--- src/rtl/led_status_pkg.sv ---
// Shared types for the bicolor status LED driver.
// Assumes four lanes in a fixed order: security, battery, busy, general.
package led_status_pkg;

    localparam int LANES     = 4;
    localparam int LANE_SEC  = 0;
    localparam int LANE_BATT = 1;
    localparam int LANE_BUSY = 2;
    localparam int LANE_GEN  = 3;

    // Light pattern selected for one LED pair
    typedef enum logic [2:0] {
        PAT_OFF      = 3'd0,
        PAT_GRN      = 3'd1,
        PAT_RED      = 3'd2,
        PAT_GRN_FAST = 3'd3,
        PAT_RED_FAST = 3'd4,
        PAT_GRN_SLOW = 3'd5,
        PAT_ALT      = 3'd6
    } led_pat_e;

    // Phase-derived enables shared by every lane
    typedef struct packed {
        logic fast_on;   // fast flash lit half
        logic slow_on;   // slow blink lit half
        logic alt_red;   // alternation shows red
    } phase_flags_t;

    // True when the phase sits in an odd-numbered window of width half_len
    function automatic logic odd_window(input int unsigned ph, input int unsigned half_len);
        return ((ph / half_len) % 2) == 1;
    endfunction

endpackage

--- src/rtl/led_phase_gen.sv ---
// Shared time base: a prescaler that makes one tick every TICK_CYCLES
// clocks, and one phase counter spanning a full slow-blink period.
// Assumes 2*SLOW_TICKS is a multiple of 2*FAST_TICKS and of 2*ALT_TICKS,
// so every pattern wraps cleanly together with the counter.
module led_phase_gen
    import led_status_pkg::*;
#(
    parameter int TICK_CYCLES = 100_000,
    parameter int ALT_TICKS   = 2,
    parameter int FAST_TICKS  = 125,
    parameter int SLOW_TICKS  = 500
) (
    input  logic         clk,
    input  logic         rst_n,
    output phase_flags_t flags
);
    localparam int PERIOD = 2 * SLOW_TICKS;
    localparam int PHW    = $clog2(PERIOD);
    localparam int PSW    = (TICK_CYCLES > 1) ? $clog2(TICK_CYCLES) : 1;

    logic [PSW-1:0] pre_q;
    logic [PHW-1:0] phase_q;
    logic           tick;

    assign tick = (pre_q == PSW'(TICK_CYCLES - 1));

    // Prescaler: counts clocks within one tick
    always_ff @(posedge clk) begin
        if (!rst_n)    pre_q <= '0;
        else if (tick) pre_q <= '0;
        else           pre_q <= pre_q + 1'b1;
    end

    // Phase counter: advances once per tick and wraps after one period
    always_ff @(posedge clk) begin
        if (!rst_n) begin
            phase_q <= '0;
        end else if (tick) begin
            if (phase_q == PHW'(PERIOD - 1)) phase_q <= '0;
            else                             phase_q <= phase_q + 1'b1;
        end
    end

    // Decode the shared phase into the three pattern enables
    always_comb begin
        flags.fast_on = !odd_window(int'(phase_q), FAST_TICKS);
        flags.slow_on = (phase_q < PHW'(SLOW_TICKS));
        flags.alt_red = !odd_window(int'(phase_q), ALT_TICKS);
    end

endmodule

--- src/rtl/led_code_map.sv ---
// Maps each encoded status input onto a light pattern for its lane.
// Purely combinational. Busy values at or above BUSY_THRESH, including
// values above 100, select fast red.
module led_code_map
    import led_status_pkg::*;
#(
    parameter int BUSY_W      = 7,
    parameter int BUSY_THRESH = 50
) (
    input  logic [1:0]        sec_code,
    input  logic [1:0]        batt_code,
    input  logic [BUSY_W-1:0] busy_pct,
    input  logic [1:0]        gen_code,
    output led_pat_e          pats [LANES]
);
    // Security state decode
    always_comb begin
        unique case (sec_code)
            2'd0:    pats[LANE_SEC] = PAT_GRN;
            2'd2:    pats[LANE_SEC] = PAT_GRN_SLOW;
            default: pats[LANE_SEC] = PAT_RED_FAST;
        endcase
    end

    // Battery condition decode
    always_comb begin
        unique case (batt_code)
            2'd0:    pats[LANE_BATT] = PAT_GRN;
            2'd1:    pats[LANE_BATT] = PAT_ALT;
            2'd2:    pats[LANE_BATT] = PAT_RED;
            default: pats[LANE_BATT] = PAT_RED_FAST;
        endcase
    end

    // Busy level threshold
    always_comb begin
        if (busy_pct < BUSY_W'(BUSY_THRESH)) pats[LANE_BUSY] = PAT_GRN;
        else                                 pats[LANE_BUSY] = PAT_RED_FAST;
    end

    // General run state decode
    always_comb begin
        unique case (gen_code)
            2'd0:    pats[LANE_GEN] = PAT_OFF;
            2'd1:    pats[LANE_GEN] = PAT_GRN_FAST;
            2'd2:    pats[LANE_GEN] = PAT_GRN;
            default: pats[LANE_GEN] = PAT_RED_FAST;
        endcase
    end

endmodule

--- src/rtl/led_pattern_render.sv ---
// Renders each lane's pattern against the shared phase flags into
// registered red/green enables. One flop stage per colour per lane.
// Assumes flags come from a single phase counter, so lanes stay in step.
module led_pattern_render
    import led_status_pkg::*;
(
    input  logic             clk,
    input  logic             rst_n,
    input  phase_flags_t     flags,
    input  led_pat_e         pats [LANES],
    output logic [LANES-1:0] red,
    output logic [LANES-1:0] grn
);
    for (genvar l = 0; l < LANES; l++) begin : g_lane
        logic r_nx, g_nx, r_q, g_q;

        // Pattern-to-colour decode for this lane
        always_comb begin
            r_nx = 1'b0;
            g_nx = 1'b0;
            unique case (pats[l])
                PAT_GRN:      g_nx = 1'b1;
                PAT_RED:      r_nx = 1'b1;
                PAT_GRN_FAST: g_nx = flags.fast_on;
                PAT_RED_FAST: r_nx = flags.fast_on;
                PAT_GRN_SLOW: g_nx = flags.slow_on;
                PAT_ALT: begin
                    r_nx = flags.alt_red;
                    g_nx = !flags.alt_red;
                end
                default: ;
            endcase
        end

        // Output register for this lane
        always_ff @(posedge clk) begin
            if (!rst_n) begin
                r_q <= 1'b0;
                g_q <= 1'b0;
            end else begin
                r_q <= r_nx;
                g_q <= g_nx;
            end
        end

        assign red[l] = r_q;
        assign grn[l] = g_q;
    end

endmodule

--- src/rtl/led_status_driver.sv ---
// Top of the bicolor status LED driver. It joins the shared time base,
// the code-to-pattern map and the per-lane renderer. Lane order on
// led_red/led_grn: 0 security, 1 battery, 2 busy, 3 general.
// Outputs are registered, one clock after inputs.
module led_status_driver
    import led_status_pkg::*;
#(
    parameter int TICK_CYCLES = 100_000,
    parameter int ALT_TICKS   = 2,
    parameter int FAST_TICKS  = 125,
    parameter int SLOW_TICKS  = 500,
    parameter int BUSY_W      = 7,
    parameter int BUSY_THRESH = 50
) (
    input  logic              clk,
    input  logic              rst_n,
    input  logic [1:0]        sec_code,
    input  logic [1:0]        batt_code,
    input  logic [BUSY_W-1:0] busy_pct,
    input  logic [1:0]        gen_code,
    output logic [3:0]        led_red,
    output logic [3:0]        led_grn
);
    phase_flags_t flags;
    led_pat_e     pats [LANES];

    led_phase_gen #(
        .TICK_CYCLES(TICK_CYCLES),
        .ALT_TICKS  (ALT_TICKS),
        .FAST_TICKS (FAST_TICKS),
        .SLOW_TICKS (SLOW_TICKS)
    ) u_phase (
        .clk  (clk),
        .rst_n(rst_n),
        .flags(flags)
    );

    led_code_map #(
        .BUSY_W     (BUSY_W),
        .BUSY_THRESH(BUSY_THRESH)
    ) u_map (
        .sec_code (sec_code),
        .batt_code(batt_code),
        .busy_pct (busy_pct),
        .gen_code (gen_code),
        .pats     (pats)
    );

    led_pattern_render u_render (
        .clk  (clk),
        .rst_n(rst_n),
        .flags(flags),
        .pats (pats),
        .red  (led_red),
        .grn  (led_grn)
    );

endmodule

--- config.mk ---
export PLATFORM = sky130hd
export DESIGN_NAME = led_status_driver
export DESIGN_NICKNAME = d
export VERILOG_FILES = /design/src/rtl/led_status_pkg.sv /design/src/rtl/led_phase_gen.sv /design/src/rtl/led_code_map.sv /design/src/rtl/led_pattern_render.sv /design/src/rtl/led_status_driver.sv
export SDC_FILE = /design/constraint.sdc
export NUM_CORES = 1
export LEC_CHECK = 0
export CAP_MARGIN = 5
export CORE_ASPECT_RATIO = 1.5
export CORE_MARGIN = 8
export CORE_UTILIZATION = 45
export DETAILED_ROUTE_END_ITERATION = 10
export PLACE_DENSITY = 0.7
export SLEW_MARGIN = 20
export SYNTH_ARGS = -nofsm -noshare
export SYNTH_HDL_FRONTEND = slang
export SYNTH_HIERARCHICAL = 1
export SYNTH_SLANG_ARGS = --single-unit
--- constraint.sdc ---
create_clock -name clk -period 3.67 [get_ports clk]
set_input_delay 0.367 -clock clk [delete_from_list [all_inputs] [get_ports clk]]
set_output_delay 0.367 -clock clk [all_outputs]
set_load 0.02 [all_outputs]
After elaboration in Yosys (flattened, before gate mapping)
Index checks and enable logic that the tools add are counted.
Cells by class
  add/sub/neg operators: 2
  divide/modulo/power cells: 1
  order comparisons: 2
  equal/unequal tests: 31
  muxes and demuxes: 13
  bitwise logic cells: 1
  reduce and logical (&&, ||, !) cells: 6
Operator list (number)
  $eq 3x3->1 const B: 12
  $div 10x7->32 const B: 1
  $eq 3x2->1 const B: 8
  $pmux 3 s3: 2
  $add 17x1->17 const B: 1
  $eq 17x17->1 const B: 1
  $pmux 1 s4: 4
  $eq 3x1->1 const B: 4
  $pmux 1 s3: 4
  $add 10x1->10 const B: 1
  $eq 10x10->1 const B: 1
  $lt 10x9->1 const B: 1
  $mux 10: 1
  $lt 7x6->1 const B: 1
  $eq 2x2->1 const B: 3
  $logic_not 2->1: 3
  $pmux 3 s2: 1
  $eq 2x1->1 const B: 2
  $mux 3: 1
  $logic_not 1->1: 2
  $reduce_or 2->1: 1
  $not 1->1: 1
Storage, ports and cells
  register bits: 35
  input bits: 15
  output and inout port bits: 8
  logic and storage cells: 66

Depth between registers and ports, before layout
Gate-level depths: netlist of the first run.
  word-level depth: 4
  mapped depth: 18

Hierarchy
The synthesis of the first run kept the hierarchy.
Modules (own cells, without submodules)
  led_phase_gen: times used 1, cells each 254, area an instance 1991.9 um^2
  led_pattern_render: times used 1, cells each 55, area an instance 509.2 um^2
  led_code_map: times used 1, cells each 19, area an instance 140.1 um^2

Worst setup path after synthesis of the first run
Ideal clock, no wire load.
  path kind: reg-to-reg
  start: reg u_phase.phase_q[3]
  end: reg u_render.g_lane[3].r_q
  setup time: 0.072 ns
  data arrival time: 3.815 ns
  slack: -0.218 ns
  stages on the path, launching flop included: 17
  cells stage by stage: dfxtp_1 buf_4 o211ai_2 nor2_1 ha_1 o41ai_4 nand2_1 xnor2_1 ha_1 o2111a_1 or4_4 xnor2_1 nor2_1 a221oi_2 and3b_1 a21oi_1 nor3b_2
RTL lines
  start, declared: RTL line led_phase_gen.sv:22  | logic [PHW-1:0] phase_q;
  start signal, assigned: RTL line led_phase_gen.sv:40  | else phase_q <= phase_q + 1'b1;
  end signal, assigned: RTL line led_pattern_render.sv:41  | r_q <= r_nx;
  end, declared: RTL line led_pattern_render.sv:15  | logic r_nx, g_nx, r_q, g_q;

==> flow_summary_export.csv, run 1 <==
group,metric,value,unit
clock_network,h-tree-depth,2,
setup_path,r2r-end,"u_render/g_lane[1].r_q",
synthesis,synth_area_leaders,"dfxtp_1, ha_1, xor2_1",
sta,fmax,0.276,GHz
synthesis,synth_enable_flop_cells,0,
global_route,grt.overflow.total,0,
global_route,grt_pass1_wl,9780,um
sta,fin_tns_setup,0,ns
route,wirelength,5960,um
finish,fin_area,3150,um^2
sta,tightest_slew,0.690,ns
power_and_ir_drop,p_total,884,uW
sta,whs,0.471,ns
die,fp.dieArea,8630,um^2
clock_network,ctsHoldBuffers,0,
synthesis,synth_area,2640,um^2
finish,diodes,0,
route,wl_per_cell,14.1,um
global_route,grt_pass1_vias,2237,
die,die_x,78.6,um
synthesis,synth_top_cell_area_share,0.265,
clock_network,cts_sinks,35,
setup_path,critPathArrivalTime,3.84,ns
clock_network,cts_root_buffer,"clkbuf_8",
clock_network,cts.clk_slew.worst_paths,0.07,ns
sta,setup_viol,0,
finish,stdcell_count,424,
synthesis,ys_types,66,
hold_path,holdPathEnd,"u_phase/pre_q[0]",
hold_path,min_path_type,"flip-flop to flip-flop",
sta,slew_headroom,0.539,
synthesis,synth.yosys.seq_area_share,0.265,
setup_path,cp-end-kind,"flip-flop",
finish,final_core_util,0.549,
synthesis,synth_seq_cells,35,
global_route,grt_max_degree,23,
sta,layout_min_cycle_time,3.62,ns
sta,slew_violations,0,
synthesis,async_reset_ff_frac,0,
hold_path,worstHoldStart,"u_phase/pre_q[0]",
sta,rsz0062_at_grt,"yes",
global_route,grtUsageTotal,0.137,
finish,layout-drive-gt1-share,0.179,
die,initial_core_util,0.460,
setup_path,critPathMaxFanout,8,
setup_path,reg2reg_from,"u_phase/phase_q[3]",
route,initialDrtViolationCount,86,
place,placed_cells_incl_taps,410,
synthesis,synth_cells,328,
die,fp.dieH,110,um
hold_path,min_delay_path_depth,1,
sta,timing.final.hold_violations,0,
global_route,antenna_found_initial,0,
die,std_cell_rows,34,
place,place_area,2910,um^2
synthesis,synthTopCellsByCount,"dfxtp_1, nor2_1, nand2_1, a21oi_1, inv_1",
setup_path,reg2reg_slack,0.05,ns
sta,finalCritPeriodShare,0.987,
setup_path,crit_type,"flip-flop to flip-flop",
finish,fin_nets,377,
die,core_area,5740,um^2
outcome,outcome,"completed",
power_and_ir_drop,power_leakage,1.19,nW
synthesis,postSynthAreaPerCell,8.05,um^2
synthesis,synth_most_common_cell,"dfxtp_1",
power_and_ir_drop,ir_worst_vdd,0.309,mV
job,max-cap-violations,0,
clock_network,clk_latency,0.29,ns
setup_path,worst_ep_required_time,3.89,ns
clock_network,clock_path_buffers,2,
route,viasPerCell,5.58,
sta,skew,0.00474,ns
die,ios,23,
clock_network,cts_buffers,5,
route,drc_errors,0,
route,dr.pass1.iters,4,
place,finalWeightedCongestion,0.918,
synthesis,synth_ff_type,"dfxtp_1",
setup_path,cp-start-kind,"flip-flop",
setup_path,reg2reg_depth,18,
clock_network,cts_tree,"done",
power_and_ir_drop,power.density,281,nW/um^2
finish,multi_input_area,1780,um^2
synthesis,ys.warnings.count,6,
finish,regArea,707,um^2
place,pre_cts_slack,0.0530,ns
sta,layout_setup_ws,0.0470,ns
route,vias,2368,
synthesis,yosysTopAreaCell,"dfxtp_1",
finish,nFillCells,545,
route,drtAntennaViolNets,0,
finish,areaGrowthSynthToFinish,19.3,%
place,dpl.hpwl,4440,um
place,portBuffers,21,
## worst max path at each step
| stage | from | endpoint | cells after the start |
|---|---|---|---|
| after floorplan | u_phase/phase_q[5] | u_render/g_lane[3].r_q | 17 |
| after global placement | u_phase/phase_q[3] | u_render/g_lane[3].r_q | 17 |
| after detailed placement | u_phase/phase_q[6] | u_render/g_lane[1].r_q | 17 |
| after CTS | u_phase/phase_q[6] | u_render/g_lane[1].r_q | 17 |
| after global routing | u_phase/phase_q[6] | u_render/g_lane[1].r_q | 16 |
| final | u_phase/phase_q[3] | u_render/g_lane[1].r_q | 18 |
## area by class of cell
cell class	count	area share
clock inverter	2	0.0191
inverter	16	0.0191
sequential	35	0.224
timing repair buffer	43	0.120
clock buffer	6	0.0230
multi-input combinational	250	0.566
tap	72	0.0286
## state kept, by name, summed over array words and instances, names as in the netlist
name / flops
u_phase/pre_q: 17
u_render/g_lane.r_q: 4
u_phase/phase_q: 10
u_render/g_lane.g_q: 4
## layer usage
layer,part of all wire,vias up,global-route usage
met1,0.42,1113,0.141
met3,0.030,12,0.0336
li1,-,1202,-
met4,0.014,0,0.0519
met2,0.53,41,0.260
met5,0,-,0
## cell usage in the layout, fill, tap and decap left out, types with 3 or more instances in the layout
cell / instances
nand4_1: 7
nor2b_1: 7
buf_4: 21
nor3b_1: 4
and3b_1: 5
or3_1: 9
nand2_1: 23
nand2b_1: 7
nor3_1: 5
o21ai_0: 8
mux2i_1: 3
and3_1: 4
xnor2_1: 7
clkdlybuf4s50_1: 21
ha_1: 8
xor2_1: 15
nand3_1: 8
clkbuf_8: 5
a31oi_1: 5
nor3b_2: 5
a211oi_1: 4
and2_1: 4
inv_1: 16
dfxtp_1: 30
nor2_1: 32
dfxtp_2: 5
a21oi_1: 14
## power breakdown
part | total (mW) | switching (mW) | internal [mW]
registers | 0.392 | 0.00415 | 0.388
clock network | 0.412 | 0.141 | 0.272
logic | 0.0798 | 0.0383 | 0.0415
total | 0.884 | 0.183 | 0.701
## timing repair
item	4_1_cts	5_1_grt
buffers inserted	0	6
resized for setup	0	18
setup endpoints to repair	0	6
## critical path, cell delays in order, from the launching register on
cell and delay (ns):
dfxtp_2 0.32, o211ai_2 0.21, nor2_2 0.09, ha_4 0.26
o41ai_4 0.37, nand2_2 0.14, xnor2_2 0.18, ha_2 0.20
buf_6 0.11, nand3_2 0.05, nor2_2 0.05, or4_4 0.54
xnor2_2 0.14, nor2_1 0.07, a221oi_2 0.22, buf_4 0.20
and3b_1 0.19, a21oi_2 0.05, nor3b_2 0.18
## kinds of logic after synthesis
logic type | synth area share
AO/OA/AOI/OAI | 0.185
XOR/XNOR | 0.0796
adder cells (fa/ha/maj) | 0.0521
buffers and inverters | 0.0834
flip-flops | 0.265
multiplexers | 0.0114
other | 0.00142
AND/OR/NAND/NOR | 0.322
(Power assumes the default switching activity.)
==> run 2, diff against run 1 <==
CORE_ASPECT_RATIO = unset   (was 1.5)
PLACE_DENSITY = 0.71   (was 0.7)
SYNTH_HIERARCHICAL = unset   (was 1)
==> flow_summary_export.csv, run 2 <==
group,metric,value,unit
finish,areaGrowthSynthToFinish,19.5,%
clock_network,cts_tree,"done",
synthesis,synth.yosys.seq_area_share,0.292,
synthesis,synth_ff_type,"dfxtp_1",
route,initialDrtViolationCount,130,
global_route,grt.overflow.total,0,
setup_path,worst_ep_required_time,3.89,ns
synthesis,async_reset_ff_frac,0,
synthesis,yosysTopAreaCell,"dfxtp_1",
synthesis,ys.warnings.count,0,
die,ios,23,
clock_network,h-tree-depth,2,
global_route,antenna_found_initial,0,
synthesis,synth_top_family_by_area,"simple AND/OR/NAND/NOR gates",
synthesis,postSynthAreaPerCell,8.19,um^2
finish,reg_top3,"u_phase.pre_q (17), u_phase.phase_q (10)",
sta,layout_setup_ws,0.191,ns
place,finalWeightedCongestion,0.927,
setup_path,critPathArrivalTime,3.70,ns
place,portBuffers,21,
die,std_cell_rows,26,
clock_network,cts_root_buffer,"clkbuf_8",
finish,layout-drive-gt1-share,0.172,
clock_network,clk_latency,0.28,ns
sta,fmax,0.287,GHz
setup_path,crit_type,"flip-flop to flip-flop",
sta,setup_viol,0,
synthesis,synth_top_cell_area_share,0.292,
finish,stdcell_count,389,
sta,skew,0.00600,ns
setup_path,cp-start-kind,"flip-flop",
route,drc_errors,0,
synthesis,synth_seq_cells,35,
job,max-cap-violations,0,
setup_path,cp-end-kind,"flip-flop",
clock_network,cts_sinks,35,
synthesis,synth_area_leaders,"dfxtp_1, nor2_1, ha_1",
route,dr.pass1.iters,4,
global_route,grt_pass1_vias,1996,
finish,fin_nets,346,
sta,rsz0062_at_grt,"no",
place,placed_cells_incl_taps,379,
outcome,outcome,"completed",
route,wl_per_cell,14.0,um
place,dpl.hpwl,4080,um
synthesis,synth_most_common_cell,"nor2_1",
clock_network,cts.clk_slew.worst_paths,0.07,ns
power_and_ir_drop,ir_worst_vdd,0.171,mV
clock_network,cts_buffers,5,
place,pre_cts_slack,0.0316,ns
synthesis,synth_nets,320,
synthesis,synth_cells,293,
route,wirelength,5440,um
hold_path,min_path_type,"flip-flop to flip-flop",
synthesis,synth_area,2400,um^2
die,die_x,89.0,um
die,core_area,5140,um^2
finish,largest_reg_flops,17,
clock_network,clock_path_buffers,2,
synthesis,ys_types,58,
global_route,grtUsageTotal,0.141,
sta,fin_tns_setup,0,ns
setup_path,cp_cell_sequence,"nand4_4 -> nor2_4 -> ha_4 -> nand2b_4 -> nor3_4 -> o21ai_2 -> nor2b_2 -> ha_2 -> nand2_1 -> a2111oi_2 -> o21bai_1 -> a211o_1 -> nor2b_4 -> a21o_1 -> a2111oi_4 -> nand3_2 -> a21boi_2",
synthesis,synth_compound_area_frac,0.190,
power_and_ir_drop,power.density,274,nW/um^2
die,fp.dieH,89.0,um
finish,top_register,"u_phase.pre_q",
sta,timing.final.hold_violations,0,
sta,layout_min_cycle_time,3.48,ns
finish,diodes,0,
sta,tightest_slew,0.702,ns
setup_path,critPathMaxFanout,5,
setup_path,path_delay_family,"compound AO/OA/AOI/OAI gates",
synthesis,synthMuxAreaShare,0.00417,
route,viasPerCell,5.42,
route,drtAntennaViolNets,0,
synthesis,synthTopCellsByCount,"nor2_1, dfxtp_1, nand2_1, nand3_1, inv_1",
finish,final_common_cell,"nor2_1",
synthesis,synth_enable_flop_cells,0,
global_route,grt_max_degree,17,
finish,final_core_util,0.558,
global_route,grt_pass1_wl,8860,um
die,fp.dieArea,7930,um^2
sta,slew_violations,0,
sta,finalCritPeriodShare,0.948,
die,initial_core_util,0.467,
setup_path,slowest_stage,"a2111oi_4",
power_and_ir_drop,power_leakage,1.04,nW
setup_path,cp_slowest_stage_delay,0.41,ns
finish,final_cell_mix,"nor2_1, dfxtp_1, clkdlybuf4s50_1",
route,vias,2108,
synthesis,synth_simple_gate_area_share,0.282,
synthesis,synthXorXnorAreaFrac,0.101,
sta,slew_headroom,0.527,
setup_path,cp_num_buf_inv,0,
synthesis,synthAdderAreaFrac,0.0626,
-- run 2: cell count changes after synthesis, sizes merged, moves of 4 or more --
cell / before / now
nor3: 5 / 11
nor3b: 9 / 1
nand2: 24 / 20
o21ai: 10 / 16
xnor2: 9 / 13
nand3: 9 / 17
nor2: 34 / 42
o211ai: 2 / 7
and3b: 5 / 0
nand2b: 8 / 3
a21oi: 16 / 10
clkbuf: 11 / 3
-- run 2: worst register-to-register path: stages, from the launching register on --
cell and delay, ns:
dfxtp_2 0.35, nand4_4 0.12, nor2_4 0.12, ha_4 0.21
nand2b_4 0.15, nor3_4 0.26, o21ai_2 0.13, nor2b_2 0.18
ha_2 0.18, nand2_1 0.10, a2111oi_2 0.05, o21bai_1 0.16
a211o_1 0.29, nor2b_4 0.14, a21o_1 0.20, a2111oi_4 0.41
nand3_2 0.18, a21boi_2 0.16
-- run 2: path summary, 6_finish.rpt --
path | cells past startpoint | startpoint | to | slack (ns)
worst max-delay path | 17 | u_phase.phase_q[7] | u_render.g_lane[3].r_q | 0.19
worst min-delay path | 1 | u_phase.pre_q[0] | u_phase.pre_q[0] | 0.44
worst min register to register | 1 | u_phase.pre_q[0] | u_phase.pre_q[0] | 0.44
worst max register to register | 17 | u_phase.phase_q[7] | u_render.g_lane[3].r_q | 0.19
-- run 2: final cells by class --
class,count,area [um^2]
fill,501,2270
timing repair buffer,37,330
inverter,14,52.6
clock inverter,2,37.5
multi-input combinational,226,1590
sequential,35,706
tap,70,87.6
clock buffer,5,68.8
-- run 2: routing by layer --
metal / global-route usage / wire [um] / up-vias
met1: 0.166 / 2370 / 978
met4: 0.0529 / 59 / 0
met3: 0.0248 / 222 / 6
met5: 0 / 0 / -
li1: - / - / 1081
met2: 0.250 / 2780 / 43
-- run 2: logic make-up after synthesis --
family / Yosys count
AO/OA/AOI/OAI: 60
XOR/XNOR: 26
buffers and inverters: 32
multiplexers: 1
AND/OR/NAND/NOR: 127
flip-flops: 35
adder cells (fa/ha/maj): 12
-- run 2: report_power, final --
part | switching (mW) | internal, mW
logic | 0.0278 | 0.0306
clock network | 0.139 | 0.198
registers | 0.00282 | 0.388
total | 0.170 | 0.617
-- run 2: per-stage QoR --
stage               hold WS [ns]  power [mW]  cell area [um^2]
floorplan                  0.413       0.433              2400
finish                     0.442       0.787              2870
detailed placement         0.437       0.456              2680
global placement           0.429       0.456              2680
global route               0.492       0.824              2870
CTS                        0.449       0.798              2800
-- run 2: repair_timing --
action,in CTS,in global routing
gates cloned,0,0
hold buffers,0,0
pin swaps,3,5
setup buffers,1,2
setup endpoints to repair,2,5
gates resized for setup,1,15
